===== src/rtl/aux_merge_pkg.sv =====
package aux_merge_pkg;
  localparam int LANES  = 4;
  localparam int BYTE_W = 8;
  localparam int WORD_W = LANES * BYTE_W;

  // Strobes handed from sequencing control to the merge datapath
  typedef struct packed {
    logic commaNow;  // data/mask applied this cycle belong to the comma word
  } auxStrobe_t;
endpackage


===== src/rtl/aux_seq_ctrl.sv =====
module aux_seq_ctrl
  import aux_merge_pkg::*;
#(
  parameter int HF_COUNT     = 150,
  parameter int BF_COUNT     = 256,
  parameter int WORDS_PER_BF = 4,
  parameter int CW_BYTES     = 1,
  parameter int AUX_LATENCY  = 0
) (
  input  logic                            clk,
  input  logic                            rstN,
  output logic [$clog2(HF_COUNT)-1:0]     seqZ,
  output logic [$clog2(BF_COUNT)-1:0]     seqX,
  output logic [$clog2(WORDS_PER_BF)-1:0] seqW,
  output logic [LANES-1:0]                ctrlSlot,
  output auxStrobe_t                      strobe
);
  localparam int ZW    = $clog2(HF_COUNT);
  localparam int XW    = $clog2(BF_COUNT);
  localparam int WW    = $clog2(WORDS_PER_BF);
  localparam int DEPTH = 1 + AUX_LATENCY;
  localparam logic [ZW-1:0] Z_LAST = ZW'(HF_COUNT - 1);
  localparam logic [XW-1:0] X_LAST = XW'(BF_COUNT - 1);
  localparam logic [WW-1:0] W_LAST = WW'(WORDS_PER_BF - 1);

  logic [ZW-1:0] nextZ;
  logic [XW-1:0] nextX;
  logic [WW-1:0] nextW;
  logic [LANES-1:0] cwPattern;
  logic [DEPTH-1:0] commaPipe;
  logic isComma;

  // Lane pattern of control-word bytes, first byte sent is the top lane
  for (genvar gi = 0; gi < LANES; gi++) begin : g_cw
    assign cwPattern[LANES-1-gi] = (gi < CW_BYTES);
  end

  always_comb begin
    nextW = (seqW == W_LAST) ? '0 : seqW + 1'b1;
    nextX = seqX;
    nextZ = seqZ;
    if (seqW == W_LAST) begin
      nextX = (seqX == X_LAST) ? '0 : seqX + 1'b1;
      if (seqX == X_LAST) nextZ = (seqZ == Z_LAST) ? '0 : seqZ + 1'b1;
    end
  end

  assign isComma = (seqZ == '0) && (seqX == '0) && (seqW == '0);

  always_ff @(posedge clk) begin
    if (!rstN) begin
      seqZ     <= '0;
      seqX     <= '0;
      seqW     <= '0;
      ctrlSlot <= cwPattern;
    end else begin
      seqZ     <= nextZ;
      seqX     <= nextX;
      seqW     <= nextW;
      ctrlSlot <= (nextW == '0) ? cwPattern : '0;
    end
  end

  // Latency alignment: comma flag ages by 1 + AUX_LATENCY cycles
  if (DEPTH == 1) begin : g_pipe1
    always_ff @(posedge clk) begin
      if (!rstN) commaPipe <= '0;
      else       commaPipe <= isComma;
    end
  end else begin : g_pipeN
    always_ff @(posedge clk) begin
      if (!rstN) commaPipe <= '0;
      else       commaPipe <= {commaPipe[DEPTH-2:0], isComma};
    end
  end

  assign strobe.commaNow = commaPipe[DEPTH-1];


  wordWrap_chk: assert property (@(posedge clk) disable iff (!rstN)
    (seqW == W_LAST) |=> (seqW == '0));

  frameHold_chk: assert property (@(posedge clk) disable iff (!rstN)
    (seqW != W_LAST) |=> ($stable(seqX) && $stable(seqZ)));

  ctrlWord_chk: assert property (@(posedge clk) disable iff (!rstN)
    (ctrlSlot != '0) |-> (seqW == '0));
endmodule


===== src/rtl/aux_merge_dp.sv =====
module aux_merge_dp
  import aux_merge_pkg::*;
(
  input  logic              clk,
  input  logic              rstN,
  input  auxStrobe_t        strobe,
  input  logic [WORD_W-1:0] framerWord,
  input  logic [WORD_W-1:0] auxData,
  input  logic [WORD_W-1:0] auxMask,
  input  logic              errClr,
  output logic [WORD_W-1:0] txWord,
  output logic              auxErr,
  output logic              errSticky
);
  localparam int COMMA_LO = WORD_W - BYTE_W;

  logic [WORD_W-1:0] mergedWord;
  logic errNow;

  for (genvar gl = 0; gl < LANES; gl++) begin : g_lane
    localparam int LO = gl * BYTE_W;
    logic [BYTE_W-1:0] mixByte;
    assign mixByte = (framerWord[LO +: BYTE_W] & ~auxMask[LO +: BYTE_W])
                   | (auxData[LO +: BYTE_W] & auxMask[LO +: BYTE_W]);
    if (gl == LANES - 1) begin : g_comma
      assign mergedWord[LO +: BYTE_W] = strobe.commaNow ? framerWord[LO +: BYTE_W] : mixByte;
    end else begin : g_plain
      assign mergedWord[LO +: BYTE_W] = mixByte;
    end
  end

  assign errNow = strobe.commaNow && (auxMask[COMMA_LO +: BYTE_W] != '0);

  always_ff @(posedge clk) begin
    if (!rstN) begin
      txWord    <= '0;
      auxErr    <= 1'b0;
      errSticky <= 1'b0;
    end else begin
      txWord    <= mergedWord;
      auxErr    <= errNow;
      errSticky <= errNow | (errSticky & ~errClr);
    end
  end


  commaKeep_chk: assert property (@(posedge clk) disable iff (!rstN)
    $past(strobe.commaNow) |-> (txWord[COMMA_LO +: BYTE_W] == $past(framerWord[COMMA_LO +: BYTE_W])));

  errCause_chk: assert property (@(posedge clk) disable iff (!rstN)
    auxErr |-> ($past(strobe.commaNow) && ($past(auxMask[COMMA_LO +: BYTE_W]) != '0)));

  stickyErr_chk: assert property (@(posedge clk) disable iff (!rstN)
    auxErr |-> errSticky);
endmodule


===== src/rtl/aux_frame_merge.sv =====
module aux_frame_merge
  import aux_merge_pkg::*;
#(
  parameter int HF_COUNT     = 150,
  parameter int BF_COUNT     = 256,
  parameter int WORDS_PER_BF = 4,
  parameter int CW_BYTES     = 1,
  parameter int AUX_LATENCY  = 0
) (
  input  logic                            clk,
  input  logic                            rstN,
  input  logic [31:0]                     framerWord,
  input  logic [31:0]                     auxData,
  input  logic [31:0]                     auxMask,
  input  logic                            errClr,
  output logic [$clog2(HF_COUNT)-1:0]     seqZ,
  output logic [$clog2(BF_COUNT)-1:0]     seqX,
  output logic [$clog2(WORDS_PER_BF)-1:0] seqW,
  output logic [3:0]                      ctrlSlot,
  output logic [31:0]                     txWord,
  output logic                            auxErr,
  output logic                            errSticky
);
  auxStrobe_t strobe;

  aux_seq_ctrl #(
    .HF_COUNT(HF_COUNT), .BF_COUNT(BF_COUNT), .WORDS_PER_BF(WORDS_PER_BF),
    .CW_BYTES(CW_BYTES), .AUX_LATENCY(AUX_LATENCY)
  ) u_ctrl (
    .clk(clk), .rstN(rstN), .seqZ(seqZ), .seqX(seqX), .seqW(seqW),
    .ctrlSlot(ctrlSlot), .strobe(strobe)
  );

  aux_merge_dp u_dp (
    .clk(clk), .rstN(rstN), .strobe(strobe), .framerWord(framerWord),
    .auxData(auxData), .auxMask(auxMask), .errClr(errClr),
    .txWord(txWord), .auxErr(auxErr), .errSticky(errSticky)
  );
endmodule


===== config.mk =====
export PLATFORM = sky130hd
export DESIGN_NAME = aux_frame_merge
export DESIGN_NICKNAME = d
export VERILOG_FILES = /design/src/rtl/aux_merge_pkg.sv /design/src/rtl/aux_seq_ctrl.sv /design/src/rtl/aux_merge_dp.sv /design/src/rtl/aux_frame_merge.sv
export SDC_FILE = /design/constraint.sdc
export NUM_CORES = 1
export LEC_CHECK = 0
export BUFFER_PORTS_ARGS = -buffer_cell sky130_fd_sc_hd__buf_2
export CAP_MARGIN = 20
export CELL_PAD_IN_SITES_DETAIL_PLACEMENT = 1
export CELL_PAD_IN_SITES_GLOBAL_PLACEMENT = 1
export CORE_MARGIN = 2
export CORE_UTILIZATION = 30
export CTS_CLUSTER_DIAMETER = 200
export DETAILED_ROUTE_END_ITERATION = 10
export PLACE_DENSITY = 0.86
export SYNTH_ARGS = -nofsm -noshare
export SYNTH_HDL_FRONTEND = slang
export SYNTH_HIERARCHICAL = 1
export SYNTH_SLANG_ARGS = --single-unit

===== constraint.sdc =====
create_clock -name clk -period 2 [get_ports clk]
set_input_delay 0.1 -clock clk [delete_from_list [all_inputs] [get_ports clk]]
set_output_delay 0.1 -clock clk [all_outputs]
set_load 0.005 [all_outputs]

==> impl_metrics.json <==
{
  "via_count": 2157,
  "dp_hpwl_um": 5490,
  "slew_headroom_pct": 50.5,
  "clockPowerShare_pct": 29.8,
  "post_synth_instance_area_mm2": 0.00237,
  "cts_h_tree_depth": 2,
  "cts_num_sinks": 54,
  "synth.ff_latch_count": 54,
  "postCtsHoldBufs": 0,
  "count_of_yosys_warnings_during_synthesis": 6,
  "synthXorXnorAreaFrac_pct": 3.70,
  "critical_path.slowest_cell": "sky130_fd_sc_hd__dfxtp_1",
  "die_area_mm2": 0.00862,
  "cp_num_cells": 5,
  "layout-area-overhead-vs-synth_pct": 40.1,
  "place_congestion": 0.724,
  "hold_depth": 3,
  "cts-root-buf": "sky130_fd_sc_hd__clkbuf_8",
  "crit_path_max_incr_delay_ns": 0.41,
  "tritoncts.num_buffers": 5,
  "grt_usage_pct": 15.0,
  "post_cts_resized": 0,
  "synth.area.mux_share_pct": 14.4,
  "final_cells": 486,
  "nFillCells": 968,
  "synth_top_family_by_area": "simple AND/OR/NAND/NOR gates",
  "ioPinCount": 155,
  "grt-ovfl-total": 0,
  "tritoncts": "yes",
  "setup-violations-final": 0,
  "die_width_um": 92.8,
  "period_share_pct": 82.5,
  "drive_gt1_share_pct": 44.5,
  "vias_per_cell": 4.44,
  "antenna_found_initial": 0,
  "largest_net_degree_at_the_start_of_global_routing": 49,
  "r2r.worst_path.cells": 5,
  "most_instantiated_flip_flop_cell_in_the_synthesis_netlist": "sky130_fd_sc_hd__dfxtp_1",
  "criticalPathCategory": "reg2reg",
  "synth-edff-count": 0,
  "clock-skew-final_ns": 0.0137,
  "finish.utilization_pct": 43.1,
  "max_slew.worst_pin.slew_ns": 0.742,
  "diodes": 0,
  "fin_setup_tns_ns": 0,
  "wire_per_inst_um": 14.0,
  "grt_first_pass_wirelength_um": 10300,
  "cap_viol_max_count": 0,
  "final_antenna_net_count": 0,
  "placed_cells": 478,
  "power_switching_share_pct": 25.6,
  "worst_ir_drop_vdd_v": 0.000250,
  "fmax_ghz": 0.606,
  "sequentialPowerShare_pct": 55.0,
  "timing_hold_violations_final": 0,
  "synth_simple_gate_area_share_pct": 25.4,
  "drtPass1Iterations": 4,
  "clk_path_buf_depth": 2,
  "worst-endpoint-arrival_ns": 1.85,
  "synthesis.instances": 230,
  "timing.critical_path.cells": "ha_1, nand4_4, or2_2, o21ai_4, nor2_1",
  "report.final.slew_viol_count": 0,
  "type_of_the_worst_min_delay_path": "in2reg",
  "async_flop_share_pct": 0,
  "drt_iter0_markers": 32,
  "total_switching_power_mw": 0.540,
  "placement.setup.worst_slack_ns": 0.376,
  "drc": 0,
  "io_buffer_count": 151,
  "min_period_ns": 1.65,
  "top_family_by_delay_on_critical_path": "simple AND/OR/NAND/NOR gates",
  "worstSetupStartpointType": "flop",
  "start_util_pct": 30.8,
  "floorplan.rows": 32,
  "layout_setup_ws_ns": 0.351,
  "crit_buf_inv": 0,
  "core-area_mm2": 0.00769,
  "cts.clk_slew.worst_paths_ns": 0.11,
  "power_frac_comb_pct": 15.2,
  "insertion_delay_ns": 0.31,
  "rsz0062_at_grt": "false",
  "synth_compound_area_share_pct": 3.54,
  "cell_internal_pwr_mw": 1.57,
  "timing.critical_path.fanout_max": 10,
  "post_cts_buffers": 0,
  "die_height_um": 92.8,
  "yosysSeqAreaShare_pct": 45.7,
  "synthesis.area_per_instance_um2": 10.3,
  "power_leakage_nw": 1.65,
  "power_per_cell_area_mw_per_mm2": 636,
  "synth_fa_ha_area_share_pct": 4.23,
  "final_wirelength_um": 6790,
  "worstPathRequired_ns": 2.20,
  "critical_path.endpoint_type": "flop",
  "outcome": "finished, final reports clean",
  "design.final.nets": 490,
  "number_of_global_route_vias_before_repair": 2196,
  "post_synth_num_cell_types": 38
}
[power groups by stage]
stage | Combinational [mW] | Sequential [mW] | Clock (mW)
after floorplan | 0.129 | 1.19 | 0
after global placement | 0.315 | 1.18 | 0
after detailed placement | 0.326 | 1.19 | 0
after CTS | 0.327 | 1.16 | 0.666
after global routing | 0.355 | 1.17 | 0.722
final | 0.321 | 1.16 | 0.629
[area by class of cell]
class	count	area (um^2)	share of cell area [%]
clock inverters	3	23.8	0.717
inverters	7	26.3	0.792
multi-input cells	163	1220	36.9
repair buffers	152	763	23.0
clock buffers	5	68.8	2.08
well taps	102	128	3.85
flip-flops and latches	54	1080	32.6
[logic make-up (layout without fill, tap and decap cells)]
kind of cell | count (synthesis) | in the layout
AO/OA/AOI/OAI | 10 | 10
XOR/XNOR | 10 | 10
adder cells (fa/ha/maj) | 8 | 8
buffers and inverters | 15 | 167
flip-flops | 54 | 54
multiplexers | 34 | 34
other | 1 | 3
AND/OR/NAND/NOR | 98 | 98
[tightest hold or removal path, delay by kind of cell]
family / cells / cell delay, ns
buffers and inverters: 1 / 0.07
and+or+nand+nor: 1 / 0.09
muxes: 1 / 0.05
[path summary, 6_finish.rpt]
kind / from / to / slack, ns
setup / recovery: u_ctrl/seqX[1]$_SDFFE_PN0N_ / u_ctrl/seqZ[5]$_SDFFE_PN0P_ / 0.35
hold / removal: framerWord[22] / u_dp/txWord[22]$_SDFF_PN0_ / 0.04
setup reg to reg: u_ctrl/seqX[1]$_SDFFE_PN0N_ / u_ctrl/seqZ[5]$_SDFFE_PN0P_ / 0.35
hold reg to reg: u_dp/errSticky$_SDFF_PN0_ / u_dp/errSticky$_SDFF_PN0_ / 0.51
[flip-flops by register name, indices dropped and copies added, names as in the netlist]
signal and flops:
u_dp/txWord 32, u_ctrl/seqX 8, u_ctrl/seqZ 8, u_ctrl/seqW 2, u_ctrl/ctrlSlot 1, u_ctrl/strobe 1
u_dp/auxErr 1, u_dp/errSticky 1
[cell usage in the layout, fill, tap and decap left out, types with 2 or more instances in the layout]
master | Yosys | layout
sky130_fd_sc_hd__buf_2 | 1 | 151
sky130_fd_sc_hd__dfxtp_1 | 54 | 54
sky130_fd_sc_hd__nor2b_1 | 40 | 40
sky130_fd_sc_hd__mux2i_1 | 34 | 34
sky130_fd_sc_hd__nor2_1 | 12 | 12
sky130_fd_sc_hd__xnor2_1 | 9 | 9
sky130_fd_sc_hd__nand2_1 | 9 | 9
sky130_fd_sc_hd__ha_1 | 8 | 8
sky130_fd_sc_hd__inv_1 | 7 | 7
sky130_fd_sc_hd__nand3_1 | 7 | 7
sky130_fd_sc_hd__clkbuf_8 | 0 | 5
sky130_fd_sc_hd__and2_1 | 5 | 5
sky130_fd_sc_hd__nor4_1 | 5 | 5
sky130_fd_sc_hd__nand4_1 | 4 | 4
sky130_fd_sc_hd__nor3_1 | 4 | 4
sky130_fd_sc_hd__conb_1 | 1 | 3
sky130_fd_sc_hd__clkinvlp_4 | 0 | 2
sky130_fd_sc_hd__a21boi_0 | 2 | 2
sky130_fd_sc_hd__o21ai_0 | 2 | 2
[Yosys cell counts, drive strengths merged, types with 3 or more instances]
cell type	count	area, um^2
dfxtp	54	1080
nor2b	41	259
mux2i	34	340
nor2	12	45.0
nand2	10	40.0
xnor2	9	78.8
ha	8	100
inv	7	26.3
nand3	7	35.0
nor4	7	65.1
nand4	6	58.8
and2	5	31.3
buf	4	27.5
clkbuf	4	15.0
nor3	4	20.0
a21boi	3	22.5
o21ai	3	26.3
[through the flow]
step                      area (um^2)  hold WS, ns  power (mW)
after floorplan                  2370        0.173        1.32
after global placement           3220        0.354        1.50
after detailed placement         3220        0.363        1.51
after CTS                        3320       0.0291        2.16
after global routing             3320       0.0245        2.25
final                            3320       0.0392        2.11
[layer usage]
metal / global-route usage (%) / up-vias / part of all wire [%]
met5: 0 / - / 0
met2: 28.4 / 84 / 53
met1: 17.0 / 994 / 40
li1: - / 1074 / -
met4: 2.94 / 0 / 0.78
met3: 3.58 / 5 / 6.5
Note: power is estimated with default switching activity, not from simulation.
